`config.mk`:
```
export PLATFORM = sky130hd
export DESIGN_NAME = caf_accept_filter
export DESIGN_NICKNAME = d
export VERILOG_FILES = /design/src/rtl/caf_pkg.sv /design/src/rtl/caf_id_pack.sv /design/src/rtl/caf_slot_match.sv /design/src/rtl/caf_hit_select.sv /design/src/rtl/caf_accept_filter.sv
export SDC_FILE = /design/constraint.sdc
export NUM_CORES = 1
export LEC_CHECK = 0
export BUFFER_PORTS_ARGS = -buffer_cell sky130_fd_sc_hd__buf_2
export CAP_MARGIN = 10
export CORE_ASPECT_RATIO = 0.75
export CORE_MARGIN = 2
export CORE_UTILIZATION = 44
export CTS_CLUSTER_DIAMETER = 80
export DETAILED_ROUTE_END_ITERATION = 7
export GPL_TIMING_DRIVEN = 0
export PLACE_DENSITY = 0.9
export SLEW_MARGIN = 20
export SYNTH_ARGS = -nofsm -noshare
export SYNTH_HDL_FRONTEND = slang
export SYNTH_SLANG_ARGS = --single-unit
```
`constraint.sdc`:
```
create_clock -name clk_i -period 2.8 [get_ports clk_i]
set_input_delay 0 -clock clk_i [delete_from_list [all_inputs] [get_ports clk_i]]
set_output_delay 0 -clock clk_i [all_outputs]
set_load 0.01 [all_outputs]
```
`src/rtl/caf_pkg.sv`:
```
package caf_pkg;

  typedef enum logic [1:0] {
    ARR_WIDE = 2'b00,
    ARR_HALF = 2'b01,
    ARR_BYTE = 2'b10,
    ARR_OFF  = 2'b11
  } caf_arr_e;

  localparam int ID_BYTES   = 4;
  localparam int EXT_ID_W   = 29;
  localparam int BYTE_W     = 8;
  localparam int WORD_W     = ID_BYTES * BYTE_W;

endpackage

```
`src/rtl/caf_id_pack.sv`:
```
module caf_id_pack
  import caf_pkg::*;
(
  input  logic [EXT_ID_W-1:0] id_i,
  input  logic                ide_i,
  input  logic                rtr_i,
  output logic [WORD_W-1:0]   word_o
);

  always_comb begin
    if (ide_i) begin
      word_o[31:24] = id_i[28:21];
      word_o[23:16] = {id_i[20:18], 1'b1, 1'b1, id_i[17:15]};
      word_o[15:8]  = id_i[14:7];
      word_o[7:0]   = {id_i[6:0], rtr_i};
    end else begin
      word_o[31:24] = id_i[10:3];
      word_o[23:16] = {id_i[2:0], rtr_i, 1'b0, 3'b000};
      word_o[15:0]  = 16'h0000;
    end
  end

endmodule

```
`src/rtl/caf_slot_match.sv`:
```
module caf_slot_match
  import caf_pkg::*;
#(
  parameter int FILTER_BYTES = 8
) (
  input  logic [WORD_W-1:0]           word_i,
  input  caf_arr_e                    arr_i,
  input  logic [8*FILTER_BYTES-1:0]   acc_i,
  input  logic [8*FILTER_BYTES-1:0]   msk_i,
  output logic [FILTER_BYTES-1:0]     slot_eq_o
);

  for (genvar j = 0; j < FILTER_BYTES; j++) begin : g_slot
    localparam int POS4 = j % 4;
    localparam int POS2 = j % 2;
    logic [BYTE_W-1:0] pick;
    logic [BYTE_W-1:0] diff;

    always_comb begin
      case (arr_i)
        ARR_WIDE: pick = word_i[BYTE_W*(3-POS4) +: BYTE_W];
        ARR_HALF: pick = word_i[BYTE_W*(3-POS2) +: BYTE_W];
        default:  pick = word_i[WORD_W-1 -: BYTE_W];
      endcase
      diff         = (pick ^ acc_i[BYTE_W*j +: BYTE_W]) & ~msk_i[BYTE_W*j +: BYTE_W];
      slot_eq_o[j] = (diff == '0);
    end
  end

endmodule

```
`src/rtl/caf_hit_select.sv`:
```
module caf_hit_select
  import caf_pkg::*;
#(
  parameter int FILTER_BYTES = 8,
  localparam int IDX_W = $clog2(FILTER_BYTES)
) (
  input  logic [FILTER_BYTES-1:0] slot_eq_i,
  input  caf_arr_e                arr_i,
  output logic                    any_o,
  output logic [IDX_W-1:0]        idx_o
);

  localparam int N_WIDE = FILTER_BYTES / 4;
  localparam int N_HALF = FILTER_BYTES / 2;

  logic [FILTER_BYTES-1:0] wide_hit;
  logic [FILTER_BYTES-1:0] half_hit;
  logic [FILTER_BYTES-1:0] hit_vec;

  for (genvar f = 0; f < FILTER_BYTES; f++) begin : g_filt
    if (f < N_WIDE) begin : g_wide
      assign wide_hit[f] = &slot_eq_i[4*f +: 4];
    end else begin : g_wide_none
      assign wide_hit[f] = 1'b0;
    end
    if (f < N_HALF) begin : g_half
      assign half_hit[f] = &slot_eq_i[2*f +: 2];
    end else begin : g_half_none
      assign half_hit[f] = 1'b0;
    end
  end

  always_comb begin
    case (arr_i)
      ARR_WIDE: hit_vec = wide_hit;
      ARR_HALF: hit_vec = half_hit;
      ARR_BYTE: hit_vec = slot_eq_i;
      default:  hit_vec = '0;
    endcase
  end

  always_comb begin
    idx_o = '0;
    for (int f = FILTER_BYTES - 1; f >= 0; f--) begin
      if (hit_vec[f]) idx_o = IDX_W'(f);
    end
    any_o = |hit_vec;
  end

endmodule

```
`src/rtl/caf_accept_filter.sv`:
```
module caf_accept_filter
  import caf_pkg::*;
#(
  parameter int FILTER_BYTES = 8,
  localparam int IDX_W = $clog2(FILTER_BYTES),
  localparam int BANK_W = 8 * FILTER_BYTES
) (
  input  logic                clk_i,
  input  logic                rst_i,
  input  logic                init_mode_i,
  input  logic [1:0]          arr_mode_i,
  input  logic [BANK_W-1:0]   acc_bytes_i,
  input  logic [BANK_W-1:0]   mask_bytes_i,
  input  logic                id_valid_i,
  input  logic [28:0]         id_i,
  input  logic                ide_i,
  input  logic                rtr_i,
  output logic                res_valid_o,
  output logic                accept_o,
  output logic [IDX_W-1:0]    hit_idx_o
);

  caf_arr_e                arr;
  logic [WORD_W-1:0]       id_word;
  logic [FILTER_BYTES-1:0] slot_eq;
  logic                    any_hit;
  logic [IDX_W-1:0]        first_idx;
  logic                    live;

  assign arr  = caf_arr_e'(arr_mode_i);
  assign live = id_valid_i & ~init_mode_i;

  caf_id_pack u_pack (
    .id_i   (id_i),
    .ide_i  (ide_i),
    .rtr_i  (rtr_i),
    .word_o (id_word)
  );

  caf_slot_match #(.FILTER_BYTES(FILTER_BYTES)) u_slots (
    .word_i    (id_word),
    .arr_i     (arr),
    .acc_i     (acc_bytes_i),
    .msk_i     (mask_bytes_i),
    .slot_eq_o (slot_eq)
  );

  caf_hit_select #(.FILTER_BYTES(FILTER_BYTES)) u_select (
    .slot_eq_i (slot_eq),
    .arr_i     (arr),
    .any_o     (any_hit),
    .idx_o     (first_idx)
  );

  always_ff @(posedge clk_i) begin
    if (rst_i) begin
      res_valid_o <= 1'b0;
      accept_o    <= 1'b0;
      hit_idx_o   <= '0;
    end else begin
      res_valid_o <= live;
      accept_o    <= live & any_hit;
      hit_idx_o   <= (live & any_hit) ? first_idx : '0;
    end
  end

  assert_strobe_latency_R2: assert property (@(posedge clk_i) disable iff (rst_i)
    (id_valid_i && !init_mode_i) |=> res_valid_o);

  assert_quiet_without_strobe_R2: assert property (@(posedge clk_i) disable iff (rst_i)
    !id_valid_i |=> (!res_valid_o && !accept_o));

  assert_wide_index_R4: assert property (@(posedge clk_i) disable iff (rst_i)
    (arr_mode_i == 2'b00) |=> (int'(hit_idx_o) < FILTER_BYTES / 4));

  assert_half_index_R5: assert property (@(posedge clk_i) disable iff (rst_i)
    (arr_mode_i == 2'b01) |=> (int'(hit_idx_o) < FILTER_BYTES / 2));

  assert_accept_has_strobe_R9: assert property (@(posedge clk_i) disable iff (rst_i)
    accept_o |-> res_valid_o);

  assert_index_zero_on_miss_R9: assert property (@(posedge clk_i) disable iff (rst_i)
    !accept_o |-> (hit_idx_o == '0));

  assert_init_idle_R10: assert property (@(posedge clk_i) disable iff (rst_i)
    init_mode_i |=> (!res_valid_o && !accept_o));

  assert_closed_rejects_R11: assert property (@(posedge clk_i) disable iff (rst_i)
    (arr_mode_i == 2'b11) |=> !accept_o);

endmodule

```
Word-level counts from Yosys, hierarchy flattened --
Cells that the tools add are included.
Operators by class: equality and inequality tests 2, mux-type cells 12, bitwise gates (word level) 28, reductions and logical operators 20
Operator list (number):
- $and A8 B8 Y8 | 8
- $logic_not A8 Y1 | 8
- $not A8 Y8 | 8
- $xor A8 B8 Y8 | 8
- $mux W32 | 1
- $pmux W8 S3 | 1
- $mux W8 | 2
- $pmux W8 S2 | 1
- $mux W3 | 4
- $reduce_and A2 Y1 | 4
- $reduce_and A4 Y1 | 2
- $reduce_or A8 Y1 | 1
- $reduce_or A6 Y1 | 1
- $mux W2 | 2
- $reduce_or A4 Y1 | 1
- $reduce_or A3 Y1 | 1
- $and A1 B1 Y1 | 2
- $eq A2 B1 Y1 const B | 1
- $eq A2 B2 Y1 const B | 1
- $logic_not A2 Y1 | 1
- $not A1 Y1 | 2
- $reduce_or A2 Y1 | 1
- $mux W1 | 1
Word-level totals: flip-flop bits (word level) 5, logic and storage cells 67

Logic depth before layout (Yosys ltp) --
Gate-level depths: netlist of run 1.
depth in word-level cells 15, gate-level depth with buffers 13, depth with buffers taken out 9

Modules after synthesis --
From an unflattened synthesis of run 1, not the netlist that was laid out.
Second synthesis, totals: cell total of the unflattened synthesis 244, area, all modules 2053.2 um^2
Modules (own cells, without submodules):
- caf_slot_match | times used 1, cells an instance 172, area an instance 1426.4 um^2
- caf_id_pack | times used 1, cells an instance 35, area an instance 314.1 um^2
- caf_hit_select | times used 1, cells an instance 27, area an instance 170.2 um^2
- caf_accept_filter | times used 1, cells an instance 10, area an instance 142.6 um^2

Least setup slack after synthesis of run 1 --
OpenSTA, ideal clock, no wires.
path kind input to register, start in ide_i, end reg hit_idx_o[2], arrival 2499 ps, required time 2684 ps, slack 185 ps, stages on the path 10, buffers on the path 1, cells stage by stage buf_6 > mux2i_1 > a2bb2oi_1 > mux2_2 > a2111oi_2 > nand4_1 > or3_1 > o41a_1 > nand3_1 > and3b_1
On the way: cells in the longest elaborated chain, start to end 11
RTL lines:
- start, declared | RTL line caf_accept_filter.sv:16 | input logic ide_i,
- $mux W32 (*) | RTL line caf_id_pack.sv:11 | if (ide_i) begin
- $pmux W8 S2 or $mux W8 (tied branches) | RTL line caf_slot_match.sv:20 | case (arr_i)
- $xor A8 B8 Y8 | RTL line caf_slot_match.sv:25 | diff = (pick ^ acc_i[BYTE_W*j +: BYTE_W]) & ~msk_i[BYTE_W*j +: BYTE_W];
- $and A8 B8 Y8 | RTL line caf_slot_match.sv:25
- $logic_not A8 Y1 | RTL line caf_slot_match.sv:26 | slot_eq_o[j] = (diff == '0);
- $reduce_and A4 Y1 or $reduce_and A2 Y1 (tied branches) | RTL line caf_hit_select.sv:22, caf_hit_select.sv:27
- $pmux W8 S3 (*) | RTL line caf_hit_select.sv:34 | case (arr_i)
- $reduce_or A8 Y1 | RTL line caf_hit_select.sv:47 | any_o = |hit_vec;
- $and A1 B1 Y1 | RTL line caf_accept_filter.sv:63 | hit_idx_o <= (live & any_hit) ? first_idx : '0;
- $not A1 Y1 (no line)
- $reduce_or A6 Y1 (no line)
- end signal, assigned | RTL line caf_accept_filter.sv:63
- end, declared | RTL line caf_accept_filter.sv:20 | output logic [IDX_W-1:0] hit_idx_o
Every way passes the cells marked *; elsewhere a longest branch is shown, timed or not. A chain may end at the register's enable or synchronous reset.

Worst setup path after layout of run 1 --
Ends and elaborated chain as after synthesis.

==> flow_summary.yaml, run 1 <==
run_status:
  outcome: "finished, final reports clean"
clock_tree:
  cts.htree.levels: 1
  cts_tree: "yes"
  clockBufferDepth: 2
  cts_buffers: 3
  root_buffer: "clkbuf_8"
  cts_sinks: 5
  cts.clk_slew.worst_paths_ps: 30
die:
  die_y_um: 70.88
  core_um2: 5796
  io_pins: 170
  die_x_um: 93.17
  rows: 24
  initial_core_util: 0.4527
  dieArea_um2: 6603
detailed_routing:
  drc: 0
  vias: 3531
  wl_per_cell_um: 18.00
  drtPass1Iterations: 6
  drt-initial-drc-count: 420
  vias_per_cell: 5.944
  routed_wl_um: 10690
  postRouteAntennaNets: 0
timing:
  worst_slew_pin_slew_ps: 557.1
  drv_slew: 0
  hold_viol: 0
  rsz0062_at_grt: "true"
  relSlewSlack: 0.6286
  setup_viol: 0
  setup_tns_ps: 0
  setup_slack_ps: 94.62
  fin_crit_sh: 0.9662
  period_minus_slack_ps: 2705
  fmax_ghz: 0.3696
cells_and_area:
  multi_input_area_um2: 2480
  fin_nets: 682
  final_util: 0.6498
  diodes: 0
  final_cell_mix: "buf_2 (171), xor2_1 (33), mux2i_1 (30), nor2_1 (28), nor2b_1 (18)"
  nFillCells: 502
  instances_no_fill: 594
  seqCellArea_um2: 100.1
  drive_gt1_frac: 0.4360
  final_common_cell: "buf_2"
  syn2layout_area_growth_pct: 43.54
power_and_ir_drop:
  fin_total_pwr_uw: 848.4
  p_per_area_nw_per_um2: 225.3
  ir_worst_vdd_mv: 0.1133
  p_leak_nw: 1.804
setup_path:
  cp_max_fo: 10
  cp_data_arrival_time_ps: 2820
  required_ps: 2910
  cp-start-kind: "input pin"
  end_kind: "register"
  crit_start: "ide_i"
  criticalPathCategory: "in -> reg"
synth:
  ys_ff_latch: 5
  synth-seq-area-share: 0.03815
  synth_edf_count: 0
  synth_area_um2: 2624
  synth_cell_types: 68
  yosysWarnings: 0
  ys_async_sr_fraction: 0
  synth_flop_cell: "dfxtp_1"
  syn_inst: 341
  synth_nets: 506
  syn_area_per_cell_um2: 7.694
global_route:
  grt-ovfl-total: 0
  grt_first_pass_wirelength_um: 16260
  antenna_found_initial: 0
  grt_pass1_vias: 3404
  track_usage: 0.3054
  grt_max_degree: 11
placement:
  place_ws_ps: -392.1
  dp_cells: 587
  io_buffers: 168
  place_hpwl_um: 8779
  place_congestion: 0.9555
min_path:
  hold_start: "init_mode_i"
  min_path_type: "in -> reg"
run:
  max-cap-violations: 0
-- stage by stage --
| step | hold WS, ps | cell area (um^2) |
|---|---|---|
| 6_report | 114.3 | 3766 |
| 5_1_grt | 129.6 | 3766 |
| 4_1_cts | 98.10 | 3645 |
| 3_5_place_dp | 233.2 | 3562 |
| 3_3_place_gp | 209.2 | 3562 |
| 2_1_floorplan | 110.7 | 2624 |
-- cell families after synthesis --
logic type      after synthesis  share of synthesized area
compound gates               94                     0.2909
flops                         5                    0.03815
mux                          47                     0.1893
xor+xnor                     50                     0.1669
buf+inv                      30                    0.06103
simple gates                115                     0.2537
-- Yosys cell counts (2+ instances only) --
| library cell | instances | share of area |
|---|---|---|
| mux2i_1 | 37 | 0.14 |
| xor2_1 | 33 | 0.11 |
| nor2_1 | 28 | 0.040 |
| nor2b_1 | 19 | 0.045 |
| xnor2_1 | 17 | 0.057 |
| o211ai_1 | 15 | 0.043 |
| a21oi_1 | 13 | 0.025 |
| o22ai_1 | 13 | 0.031 |
| inv_1 | 12 | 0.017 |
| nand2_1 | 11 | 0.016 |
| nand2b_1 | 9 | 0.021 |
| mux2_2 | 8 | 0.034 |
| nand3_1 | 7 | 0.013 |
| buf_2 | 6 | 0.011 |
| nor3_1 | 6 | 0.011 |
| o211a_1 | 6 | 0.023 |
| dfxtp_1 | 5 | 0.038 |
| nand4_1 | 5 | 0.012 |
| o221ai_1 | 5 | 0.017 |
| a2bb2oi_1 | 4 | 0.013 |
| and3_1 | 4 | 0.0095 |
| clkbuf_1 | 4 | 0.0057 |
| o22a_1 | 4 | 0.013 |
| or3_1 | 4 | 0.0095 |
| a221o_1 | 3 | 0.011 |
| a31oi_1 | 3 | 0.0072 |
| buf_4 | 3 | 0.0086 |
| nand4bb_1 | 3 | 0.013 |
| nor4bb_1 | 3 | 0.011 |
| o2111ai_1 | 3 | 0.010 |
| a211oi_2 | 2 | 0.0095 |
| a21boi_0 | 2 | 0.0057 |
| and3b_1 | 2 | 0.0067 |
| buf_6 | 2 | 0.0086 |
| nand3b_1 | 2 | 0.0057 |
| nor3b_1 | 2 | 0.0057 |
| o21ai_0 | 2 | 0.0038 |
| o31ai_1 | 2 | 0.0057 |
| or3b_2 | 2 | 0.0067 |
| or4bb_1 | 2 | 0.0086 |
-- sequential cells by signal, indices dropped and copies added, names as in the netlist --
register	count
accept_o	1
hit_idx_o	3
res_valid_o	1
-- power by group --
group	internal [mW]	leakage, nW	switching (mW)
logic	0.308	1.74	0.332
clock network	0.0978	0.0228	0.0362
registers	0.0734	0.0405	0.000488
-- timing repair --
item	CTS	global route
hold buffers	2	0
endpoints found under the setup margin	4	4
setup buffers	0	1
cloned	0	0
gates resized for setup	5	25
pin swaps	0	3
hold endpoints to repair	1	0
-- metal layers --
metal | vias up | global-route usage | wire (um) | share of wire
met2 | 262 | 0.5258 | 4861 | 0.45
met4 | 0 | 0.05556 | 224 | 0.021
li1 | 1652 | - | - | -
met1 | 1591 | 0.3966 | 4312 | 0.40
met3 | 26 | 0.06922 | 1295 | 0.12
met5 | - | 0 | 0 | 0
-- worst paths after layout --
kind	end	slack (ps)	cells after the start
worst min-delay path	hit_idx_o[0]	110	3
worst max-delay path	hit_idx_o[2]	90	11
-- worst max-delay path: stages --
cell     delay, ps
buf_6          120
buf_2          240
mux2i_1        500
a22oi_2        210
xnor2_1        190
o22a_1         160
nand4_1        200
or3_4          460
o41a_1         450
nand3_1        100
and3b_1        170
-- layout make-up --
class                           count  area share
Buffer                             17     0.03223
Clock buffer                        4     0.01196
Inverter                           13     0.01362
Multi-Input combinational cell    306      0.6585
Sequential cell                     5     0.02658
Tap cell                           78     0.02591
Timing Repair Buffer              171      0.2312
No activity file was read; power rests on OpenSTA's default activity.
==> run 2, diff against run 1 <==
- GPL_ROUTABILITY_DRIVEN: default -> 1
- REMOVE_ABC_BUFFERS: default -> 1
==> flow_summary.yaml, run 2 (synthesized netlist as in run 1, its figures left out) <==
detailed_routing:
  vias_per_cell: 5.882
  drc: 0
  vias: 3400
  drt-initial-drc-count: 307
  postRouteAntennaNets: 0
  routed_wl_um: 9748
  drtPass1Iterations: 5
  wl_per_cell_um: 16.87
die:
  core_um2: 5796
  die_x_um: 93.17
  dieArea_um2: 6603
  rows: 24
  initial_core_util: 0.4527
  io_pins: 170
  die_y_um: 70.88
power_and_ir_drop:
  ir_worst_vdd_mv: 0.1219
  p_leak_nw: 1.741
  pwr-share-clk: 0.166
  fin_total_pwr_uw: 801.1
  p_int_uw: 458.7
  swShare: 0.4274
  p_per_area_nw_per_um2: 223.0
  power_frac_seq: 0.092
  combPwrFrac: 0.741
  switching_power_uw: 342.4
cells_and_area:
  instances_no_fill: 578
  syn2layout_area_growth_pct: 36.91
  fin_nets: 666
  seqCellArea_um2: 100.1
  nFillCells: 545
  diodes: 0
  final_common_cell: "buf_2"
  design_area_um2: 3592
  drive_gt1_frac: 0.3940
  largest_reg_flops: 3
  multi_input_area_um2: 2394
  top_register: "hit_idx_o"
  final_cell_mix: "buf_2 (166), mux2i_1 (36), xor2_1 (33), nor2_1 (28), nor2b_1 (19)"
  reg.largest.list: "hit_idx_o (3), accept_o (1), res_valid_o (1)"
timing:
  fin_crit_sh: 0.9706
  hold_viol: 0
  worst_slew_pin_slew_ps: 698.4
  rsz0062_at_grt: "true"
  period_minus_slack_ps: 2718
  setup_slack_ps: 82.35
  setup_viol: 0
  setup_tns_ps: 0
  fmax_ghz: 0.3680
  relSlewSlack: 0.5334
  drv_slew: 0
run_status:
  outcome: "finished, final reports clean"
setup_path:
  cp_max_fo: 32
  end_kind: "register"
  crit_path_cell_trace: "buf_6, mux2_2, a2bb2oi_2, mux2_2, a2111oi_2, nand4_1, or3_1, o41a_1, nand3_1, and3b_1"
  cp_slowest_stage_delay_ps: 440
  criticalPathCategory: "in -> reg"
  cp_data_arrival_time_ps: 2830
  crit_top_cell: "mux2_2"
  cp-start-kind: "input pin"
  required_ps: 2910
  crit_slowest_cell: "or3_1"
run:
  max-cap-violations: 0
min_path:
  min_path_type: "in -> reg"
clock_tree:
  cts_sinks: 5
  clockBufferDepth: 2
  cts.clk_slew.worst_paths_ps: 40
  cts_tree: "yes"
  root_buffer: "clkbuf_8"
  cts_buffers: 3
  cts.htree.levels: 1
global_route:
  grt_max_degree: 61
  antenna_found_initial: 0
  grt_pass1_vias: 3267
  grt_first_pass_wirelength_um: 15020
  grt-ovfl-total: 0
  track_usage: 0.2813
placement:
  io_buffers: 169
  place_ws_ps: -1067
  dp_cells: 571
  place_hpwl_um: 8161
  place_congestion: 0.9440
  dpl-instance-area_um2: 3458
==> run 2: what timing repair did <==
| action | 4_1_cts | 5_1_grt |
|---|---|---|
| setup endpoints to repair | 4 | 3 |
| resized for setup | 11 | 5 |
| endpoints found under the hold margin | 1 | 0 |
| hold buffers | 2 | 0 |
| buffers inserted | 0 | 1 |
| cloned | 0 | 0 |
==> run 2: metrics by stage <==
step | hold slack, ps | util
2_1_floorplan | 110.7 | -
3_3_place_gp | 213.0 | 0.5967
3_5_place_dp | 223.4 | 0.5967
4_1_cts | 92.12 | 0.6155
5_1_grt | 97.47 | 0.6198
6_report | 86.62 | 0.6198
==> run 2: cell type report <==
| cell class | instances | area share |
|---|---|---|
| clock buffer | 4 | 0.01254 |
| inverter | 13 | 0.01428 |
| multi-input combinational | 306 | 0.6663 |
| sequential | 5 | 0.02786 |
| tap | 78 | 0.02717 |
| timing repair buffer | 172 | 0.2518 |
==> run 2: routing by layer <==
metal	part of all wire	global-route usage
met5	0	0
met4	0.013	0.06373
met1	0.38	0.3501
met2	0.48	0.4968
met3	0.12	0.06390
==> run 2: worst max-delay path: cells and delay by family <==
family,cells,cell delay [ps]
compound gates,3,900
mux,2,750
buf+inv,1,210
simple gates,4,960
==> run 2: path summary, 6_finish.rpt <==
check,start,to,slack [ps],cells after the start
max,arr_mode_i[0],hit_idx_o[2],80,10
min,rst_i,accept_o,90,3
==> run 2: power groups by stage <==
| stage | clock network [mW] | registers, mW | logic, mW |
|---|---|---|---|
| global placement | 0 | 0.0748 | 0.554 |
| detailed placement | 0 | 0.0748 | 0.571 |
| CTS | 0.135 | 0.0738 | 0.583 |
| floorplan | 0 | 0.0759 | 0.317 |
| finish | 0.133 | 0.0738 | 0.594 |
| global route | 0.143 | 0.0739 | 0.644 |
